$ cat src/rtl/sysctl_pkg.sv
package sysctl_pkg;
    localparam int unsigned BYTE_W = 8;

    typedef enum logic [0:0] {
        PLS_IDLE = 1'b0,
        PLS_FIRE = 1'b1
    } pulse_state_e;
endpackage

$ cat src/rtl/sysctl_decode.sv
module sysctl_decode #(
    parameter int unsigned        ADDR_W    = 16,
    parameter logic [ADDR_W-1:0]  PORT_ADDR = 16'h0092
) (
    input  logic [ADDR_W-1:0] bus_addr,
    input  logic              bus_wr,
    input  logic              bus_rd,
    output logic              wr_hit,
    output logic              rd_hit
);
    logic sel;

    always_comb begin
        sel    = (bus_addr == PORT_ADDR);
        wr_hit = sel && bus_wr;
        rd_hit = sel && bus_rd;
    end
endmodule

$ cat src/rtl/sysctl_store.sv
module sysctl_store #(
    parameter int unsigned DATA_W  = sysctl_pkg::BYTE_W,
    parameter int unsigned RST_BIT = 0,
    parameter int unsigned GATE_BIT = 1
) (
    input  logic              clk,
    input  logic              rst_n,
    input  logic              soft_rst,
    input  logic              wr_hit,
    input  logic [DATA_W-1:0] wdata,
    output logic [DATA_W-1:0] q,
    output logic              rise
);
    localparam logic [DATA_W-1:0] SOFT_MASK = ~(DATA_W'(1) << RST_BIT);

    always_ff @(posedge clk or negedge rst_n) begin
        if (!rst_n) begin
            q <= '0;
        end else if (wr_hit) begin
            q <= wdata;
        end else if (soft_rst) begin
            q <= q & SOFT_MASK;
        end
    end

    always_comb begin
        rise = wr_hit && wdata[RST_BIT] && !q[RST_BIT];
    end

    // a write lands whole, including the gate bit
    p_write_store_r2: assert property (@(posedge clk) disable iff (!rst_n)
        wr_hit |=> (q == $past(wdata)) && (q[GATE_BIT] == $past(wdata[GATE_BIT])));

    // device reset alone keeps the upper bits and clears bit 0
    p_soft_keep_r7: assert property (@(posedge clk) disable iff (!rst_n)
        (soft_rst && !wr_hit) |=> ((q & SOFT_MASK) == ($past(q) & SOFT_MASK)) && !q[RST_BIT]);

    // without a write or reset the byte holds
    p_hold_r1: assert property (@(posedge clk) disable iff (!rst_n)
        (!wr_hit && !soft_rst) |=> $stable(q));
endmodule

$ cat src/rtl/sysctl_pulse.sv
module sysctl_pulse
    import sysctl_pkg::*;
(
    input  logic clk,
    input  logic rst_n,
    input  logic rise,
    output logic req
);
    pulse_state_e state, state_nx;

    always_comb begin
        state_nx = state;
        unique case (state)
            PLS_IDLE: state_nx = rise ? PLS_FIRE : PLS_IDLE;
            PLS_FIRE: state_nx = rise ? PLS_FIRE : PLS_IDLE;
            default:  state_nx = PLS_IDLE;
        endcase
    end

    always_ff @(posedge clk or negedge rst_n) begin
        if (!rst_n) state <= PLS_IDLE;
        else        state <= state_nx;
    end

    always_comb begin
        unique case (state)
            PLS_FIRE: req = 1'b1;
            default:  req = 1'b0;
        endcase
    end

    // every pulse is caused by a rising write one cycle earlier
    p_pulse_cause_r4: assert property (@(posedge clk) disable iff (!rst_n)
        req |-> $past(rise));

    // a rising write always yields a pulse
    p_pulse_follow_r4: assert property (@(posedge clk) disable iff (!rst_n)
        rise |=> req);
endmodule

$ cat src/rtl/sysctl_port.sv
module sysctl_port #(
    parameter int unsigned       ADDR_W    = 16,
    parameter logic [ADDR_W-1:0] PORT_ADDR = 16'h0092
) (
    input  logic              clk,
    input  logic              rst_n,
    input  logic              soft_rst,
    input  logic [ADDR_W-1:0] bus_addr,
    input  logic [7:0]        bus_wdata,
    input  logic              bus_wr,
    input  logic              bus_rd,
    output logic [7:0]        bus_rdata,
    output logic              gate_a20,
    output logic              rst_req
);
    localparam int unsigned DATA_W   = sysctl_pkg::BYTE_W;
    localparam int unsigned RST_BIT  = 0;
    localparam int unsigned GATE_BIT = 1;

    logic              wr_hit;
    logic              rd_hit;
    logic              rise;
    logic [DATA_W-1:0] stored;

    sysctl_decode #(.ADDR_W(ADDR_W), .PORT_ADDR(PORT_ADDR)) i_decode (
        .bus_addr (bus_addr),
        .bus_wr   (bus_wr),
        .bus_rd   (bus_rd),
        .wr_hit   (wr_hit),
        .rd_hit   (rd_hit)
    );

    sysctl_store #(.DATA_W(DATA_W), .RST_BIT(RST_BIT), .GATE_BIT(GATE_BIT)) i_store (
        .clk      (clk),
        .rst_n    (rst_n),
        .soft_rst (soft_rst),
        .wr_hit   (wr_hit),
        .wdata    (bus_wdata),
        .q        (stored),
        .rise     (rise)
    );

    sysctl_pulse i_pulse (
        .clk   (clk),
        .rst_n (rst_n),
        .rise  (rise),
        .req   (rst_req)
    );

    always_comb begin
        bus_rdata = rd_hit ? stored : '0;
        gate_a20  = stored[GATE_BIT];
    end

    // other addresses never see read data
    p_rdata_quiet_r8: assert property (@(posedge clk) disable iff (!rst_n)
        (bus_addr != PORT_ADDR || !bus_rd) |-> (bus_rdata == 8'h00));

    // pulse lasts one cycle
    p_pulse_single_r4: assert property (@(posedge clk) disable iff (!rst_n)
        rst_req |=> !rst_req);

    // rewriting a set bit 0 gives no pulse
    p_no_repeat_r5: assert property (@(posedge clk) disable iff (!rst_n)
        (bus_wr && bus_addr == PORT_ADDR && stored[RST_BIT]) |=> !rst_req);

    // write beats device reset in the same cycle
    p_write_wins_r9: assert property (@(posedge clk) disable iff (!rst_n)
        (bus_wr && bus_addr == PORT_ADDR && soft_rst) |=> (gate_a20 == $past(bus_wdata[GATE_BIT])));
endmodule

$ cat config.mk
export PLATFORM = sky130hd
export DESIGN_NAME = sysctl_port
export DESIGN_NICKNAME = d
export VERILOG_FILES = /design/src/rtl/sysctl_pkg.sv /design/src/rtl/sysctl_decode.sv /design/src/rtl/sysctl_store.sv /design/src/rtl/sysctl_pulse.sv /design/src/rtl/sysctl_port.sv
export SDC_FILE = /design/constraint.sdc
export NUM_CORES = 1
export LEC_CHECK = 0
export BUFFER_PORTS_ARGS = -buffer_cell sky130_fd_sc_hd__buf_2
export CAP_MARGIN = 10
export CORE_AREA = 2 2 39 41
export DETAILED_ROUTE_END_ITERATION = 6
export DIE_AREA = 0 0 41 43
export HOLD_SLACK_MARGIN = 0.02
export PLACE_DENSITY = 0.77
export SLEW_MARGIN = 10
export SYNTH_ARGS = -nofsm -noshare
export SYNTH_HDL_FRONTEND = slang
export SYNTH_SLANG_ARGS = --single-unit
export TNS_END_PERCENT = 30
$ cat constraint.sdc
create_clock -name clk -period 2.3 [get_ports clk]
set_input_delay 0.115 -clock clk [delete_from_list [all_inputs] [get_ports clk]]
set_output_delay 0.115 -clock clk [all_outputs]
set_load 0.005 [all_outputs]
==> flow_summary.yaml, run 1 <==
setup_path:
  reg2reg_from: "i_store.q[0]$_DFFE_PN0P_"
  cp_data_required_time_ns: 2.18
  reg2reg_depth: 2
  reg2reg_slack_ns: 1.42
  start_kind: "input port"
  crit_path_frequent_cell: "buf_2"
  rr_endpoint: "i_store.q[0]$_DFFE_PN0P_"
  path_cells: "buf_2 > nor4b_1 > and4_1 > and3_2 > buf_2"
  cp_slowest_cell: "and4_1"
  end_kind: "output port"
  cp_max_fo: 9
  critPathKind: "in2out"
  worstPathArrival_ns: 1.31
  max_stage_delay_ns: 0.48
route:
  first_iter_violations: 4
  detail_route.wl_per_cell_um: 11.7
  viasPerCell: 4.67
  ant_nets: 0
  drc: 0
  wl_um: 1080
  vias: 430
  drtPass1Iterations: 4
cells_and_area:
  layout_commonest_cell: "buf_2"
  drive_gt1_frac: 0.789
  mostFrequentLayoutCells: "38 x buf_2, 9 x dfrtp_1, 8 x and3_2, 8 x mux2_4, 3 x clkbuf_4"
  n_antenna_cell: 0
  area_delta_synth_final_pct: 46.6
  finalInstanceArea_um2: 739
  nNetsFinal: 106
clock_network:
  post_cts_buffers: 0
  clk_pin_slew_ns: 0.06
  numClockSinks: 9
  cts_made_buffers: 3
  cts_buffer_depth: 2
  h-tree-depth: 1
  clk_latency_ns: 0.25
  ctsResizeCount: 0
  cts_tree: "built"
  cts_root_buf: "clkbuf_4"
  postCtsHoldBufs: 1
floorplanning:
  start_util: 0.364
  ios: 39
  dieArea_um2: 1760
  core_area_um2: 1380
  die_x_um: 41
  num_rows: 14
  dieHeight_um: 43
worst_hold_path:
  min_to: "i_store.q[7]$_DFFE_PN0P_"
  hp-class: "in2reg"
  min_path_cells: 2
  hp-start: "bus_wdata[7]"
global_routing:
  grt_max_degree: 10
  grt_pass1_vias: 410
  track_usage: 0.149
  grt_pass1_wl_um: 1700
  antenna_found_initial: 0
  overflow: 0
timing:
  tns_ns: 0
  rsz0062_at_grt: "false"
  maxSlewViolCount: 0
  fin_crit_sh: 0.620
  slew_headroom: 0.738
  fin_crit_ns: 1.43
  hold_viol_final: 0
  worst_pin_slew_ns: 0.393
  max_freq_mhz: 701
  fin_skew_ns: 0.0000291
  finalSetupViolations: 0
power:
  ir_worst_vdd_mv: 0.175
  power.density_nw_per_um2: 420
  leakagePower_nw: 0.446
synthesis:
  avgSynthCellArea_um2: 14.8
  ys_ff_latch: 9
  syn_area_um2: 504
  synth.net_count: 63
  yosys_warnings: 0
  syn_inst: 34
  yosysUniqueCellTypes: 11
  yosysSeqAreaShare: 0.447
job:
  drv_cap: 0
place:
  place.port_buffers: 38
  dp_hpwl_um: 870
  globalplace.congestion: 0.617
  placement.cell_area_um2: 703
status:
  status: "finished, final reports clean"
stage by stage:
stage / setup WS (ns) / hold slack [ns] / power [mW] / std cells / utilization
2_1_floorplan: 1.09 / -0.181 / 0.165 / 34 / -
3_3_place_gp: 0.804 / -0.0312 / 0.193 / 87 / 0.508
3_5_place_dp: 0.734 / -0.0276 / 0.194 / 87 / 0.508
4_1_cts: 0.861 / 0.0834 / 0.314 / 92 / 0.534
5_1_grt: 0.714 / 0.0831 / 0.325 / 92 / 0.534
6_report: 0.873 / 0.0886 / 0.311 / 92 / 0.534
critical path, delay by kind of cell:
| kind | cells | cell delay [ns] |
|---|---|---|
| simple gates | 3 | 0.99 |
| buf+inv | 2 | 0.20 |
layer usage:
layer / GRT usage / wire length (µm)
met3: 0.0314 / 45
met1: 0.158 / 419
met2: 0.234 / 612
met4: 0.120 / 0
met5: 0 / 0
synth_stat cells:
master	instances	area share
buf_6	1	0.022
nor4_1	1	0.012
nor4b_2	2	0.060
and4_1	1	0.017
and3_2	8	0.12
mux2_4	8	0.24
nor4b_1	1	0.017
nand2_8	1	0.040
dfrtp_1	9	0.45
nor2b_1	1	0.012
nor3b_1	1	0.015
report_power, final:
group | internal [mW] | switching (mW) | leakage [nW]
Sequential | 0.158 | 0.0000240 | 0.126
Clock | 0.0667 | 0.0521 | 0.0150
Combinational | 0.0207 | 0.0128 | 0.305
area by class of cell:
class | instances | area, µm²
Fill cell | 128 | 644
Multi-Input combinational cell | 24 | 268
Sequential cell | 9 | 225
Timing Repair Buffer | 39 | 200
Clock buffer | 4 | 26.3
Tap cell | 16 | 20.0
registers in the layout, summed over array words and instances (netlist names):
register,cells
i_pulse.state,1
i_store.q,8
kinds of logic after synthesis:
logic type / Yosys count / synth area share
DFF: 9 / 0.447
muxes: 8 / 0.238
and+or+nand+nor: 16 / 0.293
buffers and inverters: 1 / 0.0223
worst max path at each step:
stage                startpoint                        to  slack, ns
global placement    bus_addr[2]  i_store.q[1]$_DFFE_PN0P_       0.80
floorplan           bus_addr[2]  i_store.q[0]$_DFFE_PN0P_       1.09
finish              bus_addr[2]              bus_rdata[6]       0.87
detailed placement  bus_addr[2]  i_store.q[1]$_DFFE_PN0P_       0.73
global route        bus_addr[2]              bus_rdata[2]       0.71
CTS                 bus_addr[2]              bus_rdata[6]       0.86
Note: power is estimated with default switching activity, not from simulation.
==> run 2, diff against run 1 <==
--- a/config.mk
+++ b/config.mk
@@ -5,13 +5,14 @@
 export SDC_FILE = /design/constraint.sdc
 export NUM_CORES = 1
 export LEC_CHECK = 0
+export ABC_AREA = 1
 export BUFFER_PORTS_ARGS = -buffer_cell sky130_fd_sc_hd__buf_2
 export CAP_MARGIN = 10
-export CORE_AREA = 2 2 39 41
+export CORE_MARGIN = 1.5
+export CORE_UTILIZATION = 40
 export DETAILED_ROUTE_END_ITERATION = 6
-export DIE_AREA = 0 0 41 43
 export HOLD_SLACK_MARGIN = 0.02
-export PLACE_DENSITY = 0.77
+export PLACE_DENSITY = 0.76
 export SLEW_MARGIN = 10
 export SYNTH_ARGS = -nofsm -noshare
 export SYNTH_HDL_FRONTEND = slang
==> constraint.sdc (replaced) <==
create_clock -name clk -period 1.5 [get_ports clk]
set_input_delay 0.075 -clock clk [delete_from_list [all_inputs] [get_ports clk]]
set_output_delay 0.075 -clock clk [all_outputs]
set_load 0.005 [all_outputs]
==> flow_summary.yaml, run 2 <==
clock_network:
  cts_made_buffers: 3
  ctsResizeCount: 0
  post_cts_buffers: 0
  cts_tree: "built"
  cts_root_buf: "clkbuf_4"
  h-tree-depth: 1
  cts_buffer_depth: 2
  clk_latency_ns: 0.25
  clk_pin_slew_ns: 0.06
  numClockSinks: 9
timing:
  worst_pin_slew_ns: 0.226
  fin_crit_ns: 1.05
  rsz0062_at_grt: "false"
  finalSetupViolations: 0
  max_freq_mhz: 948
  hold_viol_final: 0
  maxSlewViolCount: 0
  setup_ws_ns: 0.445
  fin_skew_ns: 0.0000694
  fin_crit_sh: 0.703
  tns_ns: 0
  slew_headroom: 0.849
cells_and_area:
  drive_gt1_frac: 0.525
  area_delta_synth_final_pct: 39.2
  layout_commonest_cell: "buf_2"
  finalInstanceArea_um2: 853
  top_register: "i_store.q"
  reg_top3: "i_store.q: 8 flops, i_pulse.state: 1 flops"
  n_antenna_cell: 0
  mostFrequentLayoutCells: "38 x buf_2, 22 x nand2_1, 14 x nor2_2, 11 x inv_1, 9 x dfrtp_1"
  nNetsFinal: 150
  fillers: 131
  largest_reg_flops: 8
global_routing:
  grt_pass1_vias: 535
  grt_pass1_wl_um: 2150
  overflow: 0
  track_usage: 0.160
  antenna_found_initial: 0
  grt_max_degree: 11
worst_hold_path:
  hp-start: "soft_rst"
  hp-class: "in2reg"
route:
  first_iter_violations: 6
  drc: 0
  wl_um: 1250
  viasPerCell: 4.54
  vias: 613
  detail_route.wl_per_cell_um: 9.26
  drtPass1Iterations: 4
  ant_nets: 0
floorplanning:
  num_rows: 13
  start_util: 0.449
  dieHeight_um: 42.2
  ios: 39
  core_area_um2: 1370
  dieArea_um2: 1780
  die_x_um: 42.2
place:
  globalplace.congestion: 0.767
  dpl_worst_slack_ns: 0.451
  place.port_buffers: 38
  placement.cell_area_um2: 817
  dp_hpwl_um: 1030
setup_path:
  cp_max_fo: 8
  reg2reg_from: "i_store.q[0]$_DFFE_PN0P_"
  worstPathArrival_ns: 0.98
  critPathLaunch: "bus_addr[11]"
  start_kind: "input port"
  crit_buf_inv: 2
  critPathKind: "in2out"
  path_cells: "buf_2 > nor2_1 > nand2_1 > nor2_4 > nand3_4 > nor2_2 > buf_2"
  end_kind: "output port"
  max_stage_delay_ns: 0.16
  cp_data_required_time_ns: 1.42
  critPathTopFamily: "simple AND/OR/NAND/NOR gates"
  cp_slowest_cell: "nor2_4"
  crit_path_frequent_cell: "buf_2"
synthesis:
  synth_most_common_cell: "nand2_1"
  syn_inst: 78
  synth_area_leaders: "dfrtp_1 37%, nor2_2 14%, nand2_1 13%"
  yosysSeqAreaShare: 0.367
  synth.net_count: 107
  async_flop_share: 1.00
  syn_area_um2: 613
  yosysUniqueCellTypes: 12
  ys_ff_latch: 9
  yosys-top-cells-count: "22 x nand2_1, 14 x nor2_2, 11 x inv_1, 9 x dfrtp_1, 8 x nand4_1"
  synth_edf_count: 0
  synth_top_area_frac: 0.367
  yosys_warnings: 0
  avgSynthCellArea_um2: 7.86
  yosysTopAreaCell: "dfrtp_1"
  synth_ff_type: "dfrtp_1"
power:
  power.density_nw_per_um2: 582
  leakagePower_nw: 0.454
  ir_worst_vdd_mv: 0.257
status:
  status: "finished, final reports clean"
job:
  drv_cap: 0
## run 2: changes by cell type after synthesis, sizes merged, moves of 3 or more
cell   delta
nand2    +23
nor2     +22
inv      +11
and3      -8
mux2      -8
nand4     +8
nand3     +3
nor4b     -3
## run 2: report_power, final
part           leakage [nW]  internal (mW)  switching (mW)  total, mW
clock network        0.0150          0.102          0.0822      0.185
logic                 0.314         0.0341          0.0352     0.0693
registers             0.126          0.243       0.0000337      0.243
## run 2: path summary, 6_finish.rpt
check,to,cells after the start,slack [ns]
min,i_store.q[0]$_DFFE_PN0P_,4,0.06
min reg2reg,i_pulse.state$_DFF_PN0_,1,0.43
max,bus_rdata[7],7,0.45
max in group asynchronous,i_store.q[3]$_DFFE_PN0P_,2,1.12
min in group asynchronous,i_pulse.state$_DFF_PN0_,2,0.20
max reg2reg,i_store.q[0]$_DFFE_PN0P_,4,0.79
## run 2: metal layers
layer	wire length, µm	track usage
met4	13	0.0750
met3	113	0.0560
met2	597	0.272
met5	0	0
met1	526	0.179
## run 2: cell families (layout without fill, tap and decap cells)
logic type             count (synthesis)  count (layout)  synth area share
buffers and inverters                 12              54            0.0755
and+or+nand+nor                       57              57             0.557
DFF                                    9               9             0.367
## run 2: tightest hold or removal path, stage by stage
cell and delay, ns:
buf_2 0.08, nor2_1 0.03, nand2_1 0.05, nand2_1 0.04
## run 2: repair_timing
action                                 CTS  global route
endpoints found under the hold margin    9             0
setup endpoints to repair                0             0
hold buffers                             1             0
## run 2: layout make-up
class | instances | area (µm²) | area share
multi-input cells | 57 | 342 | 0.400
flip-flops and latches | 9 | 225 | 0.264
repair buffers | 39 | 200 | 0.235
inverters | 11 | 41.3 | 0.0484
clock buffers | 4 | 26.3 | 0.0308
well taps | 15 | 18.8 | 0.0220
## run 2: metrics by stage
step                std cells  hold slack [ns]  power [mW]  utilization
floorplan                  78           -0.221       0.271            -
global placement          130          -0.0650       0.314        0.598
detailed placement        130          -0.0608       0.315        0.598
CTS                       135           0.0673       0.500        0.625
global route              135           0.0709       0.523        0.625
finish                    135           0.0640       0.497        0.625
==> run 3, diff against run 2 <==
--- a/config.mk
+++ b/config.mk
@@ -9,10 +9,10 @@
 export BUFFER_PORTS_ARGS = -buffer_cell sky130_fd_sc_hd__buf_2
 export CAP_MARGIN = 10
 export CORE_MARGIN = 1.5
-export CORE_UTILIZATION = 40
+export CORE_UTILIZATION = 37
 export DETAILED_ROUTE_END_ITERATION = 6
 export HOLD_SLACK_MARGIN = 0.02
-export PLACE_DENSITY = 0.76
+export PLACE_DENSITY = 0.74
 export SLEW_MARGIN = 10
 export SYNTH_ARGS = -nofsm -noshare
 export SYNTH_HDL_FRONTEND = slang
==> constraint.sdc (replaced) <==
create_clock -name clk -period 0.9 [get_ports clk]
set_input_delay 0.045 -clock clk [delete_from_list [all_inputs] [get_ports clk]]
set_output_delay 0.045 -clock clk [all_outputs]
set_load 0.005 [all_outputs]
==> flow_summary.yaml, run 3 (synthesized netlist as in run 2, its figures left out) <==
global_routing:
  grt_max_degree: 11
  grt_pass1_wl_um: 2290
  track_usage: 0.166
  grt_pass1_vias: 593
  antenna_found_initial: 0
  overflow: 0
cells_and_area:
  layout_commonest_cell: "buf_2"
  nNetsFinal: 164
  reg_top3: "i_store.q: 8 flops, i_pulse.state: 1 flops"
  final_util: 0.704
  mostFrequentLayoutCells: "29 x buf_2, 18 x nand2_1, 13 x buf_4, 11 x nor2_4"
  top_register: "i_store.q"
  fillers: 132
  n_antenna_cell: 0
  largest_reg_flops: 8
  drive_gt1_frac: 0.649
  area_delta_synth_final_pct: 75.1
clock_network:
  numClockSinks: 9
  clk_pin_slew_ns: 0.06
  cts_tree: "built"
  h-tree-depth: 1
  cts_root_buf: "clkbuf_4"
  clk_latency_ns: 0.26
  cts_buffer_depth: 2
  cts_made_buffers: 3
setup_path:
  path_cells: "buf_4 > buf_2"
  critPathKind: "reg2out"
  critPathTopFamily: "flip-flops"
  rr_endpoint: "i_store.q[1]$_DFFE_PN0P_"
  cp_max_fo: 2
  worstPathArrival_ns: 0.89
  reg2reg_depth: 3
  cp_slowest_cell: "dfrtp_1"
  end_kind: "output port"
  start_kind: "flop"
  crit_buf_inv: 2
  cp_data_required_time_ns: 0.85
  path_depth: 2
  reg2reg_from: "i_store.q[1]$_DFFE_PN0P_"
  reg2reg_slack_ns: 0.17
  max_stage_delay_ns: 0.38
place:
  dpl_worst_slack_ns: -0.0909
  dp_hpwl_um: 1040
  globalplace.congestion: 0.767
  place.port_buffers: 38
status:
  violations: "negative setup slack"
  status: "complete, but fails checks"
timing:
  hold_viol_final: 0
  fin_skew_ns: 0.000121
  finalSetupViolations: 3
  rsz0062_at_grt: "true"
  maxSlewViolCount: 0
  slew_headroom: 0.865
  fin_crit_ns: 0.934
  max_freq_mhz: 1070
  worst_pin_slew_ns: 0.203
  fin_crit_sh: 1.04
  setup_ws_ns: -0.0340
route:
  detail_route.wl_per_cell_um: 10.7
  viasPerCell: 4.73
  vias: 709
  first_iter_violations: 6
  wl_um: 1610
  drtPass1Iterations: 4
  ant_nets: 0
  drc: 0
floorplanning:
  ios: 39
  num_rows: 14
  dieArea_um2: 1910
  die_x_um: 43.7
  core_area_um2: 1520
  dieHeight_um: 43.7
  start_util: 0.402
job:
  drv_cap: 0
worst_hold_path:
  min_path_cells: 3
  min_to: "i_store.q[1]$_DFFE_PN0P_"
  hp-start: "bus_wdata[1]"
  hp-class: "in2reg"
power:
  ir_worst_vdd_mv: 0.568
  power.density_nw_per_um2: 847
  leakagePower_nw: 0.553
==> run 3: cell count changes in the layout (fill, tap and decap cells not counted) <==
cell,before,now
buf_2,38,29
dlygate4sd3_1,1,2
nand2_2,2,6
nor2_4,3,11
inv_1,11,6
nor2_2,14,8
inv_2,0,5
buf_4,0,13
buf_6,0,9
nand2_1,22,18
nor2_1,4,2
==> run 3: power breakdown <==
group / internal [mW] / total, mW / switching (mW)
Combinational: 0.111 / 0.200 / 0.0882
Sequential: 0.405 / 0.405 / 0.0000594
Clock: 0.170 / 0.305 / 0.134
==> run 3: area by class of cell <==
class	instances	area (µm²)	area share
multi-input combinational	57	397	0.369
timing repair buffer	53	364	0.339
sequential	9	225	0.210
inverter	11	41.3	0.0385
clock buffer	4	26.3	0.0245
tap	16	20.0	0.0186
==> run 3: repair_timing <==
action                                 CTS  global route
pin swaps                               11             8
buffers inserted                         4             6
hold buffers                             2             0
gates resized for setup                 21             7
endpoints found under the hold margin   10             0
setup endpoints to repair                8             8
==> run 3: worst max path at each step <==
stage                     slack [ns]                       end                     start
after floorplan                 0.14  i_store.q[1]$_DFFE_PN0P_               bus_addr[9]
after global placement         -0.06              bus_rdata[4]               bus_addr[3]
after detailed placement       -0.09              bus_rdata[4]              bus_addr[11]
after CTS                      -0.03              bus_rdata[4]               bus_addr[7]
after global routing           -0.08              bus_rdata[0]  i_store.q[0]$_DFFE_PN0P_
final                          -0.03                  gate_a20  i_store.q[1]$_DFFE_PN0P_
==> run 3: metal layers <==
metal,GRT usage,share of wire
met5,0,0
met2,0.291,0.51
met3,0.0167,0.098
met4,0.109,0.017
met1,0.188,0.37
==> run 3: worst register-to-register path, cell delays in order, from the launching register on <==
cell	delay (ns)
dfrtp_1	0.38
buf_4	0.14
nand2_1	0.05
nand2_1	0.05
==> run 3: through the flow <==
step	cells	TNS [ns]	instance area [µm²]	total power, mW	hold slack, ns
floorplan	78	0	613	0.452	-0.251
global placement	134	-0.535	841	0.525	-0.0950
detailed placement	134	-0.810	841	0.526	-0.0927
CTS	144	-0.102	992	0.884	0.0439
global route	150	-0.517	1070	0.958	0.0445
finish	150	-0.0493	1070	0.909	0.0458
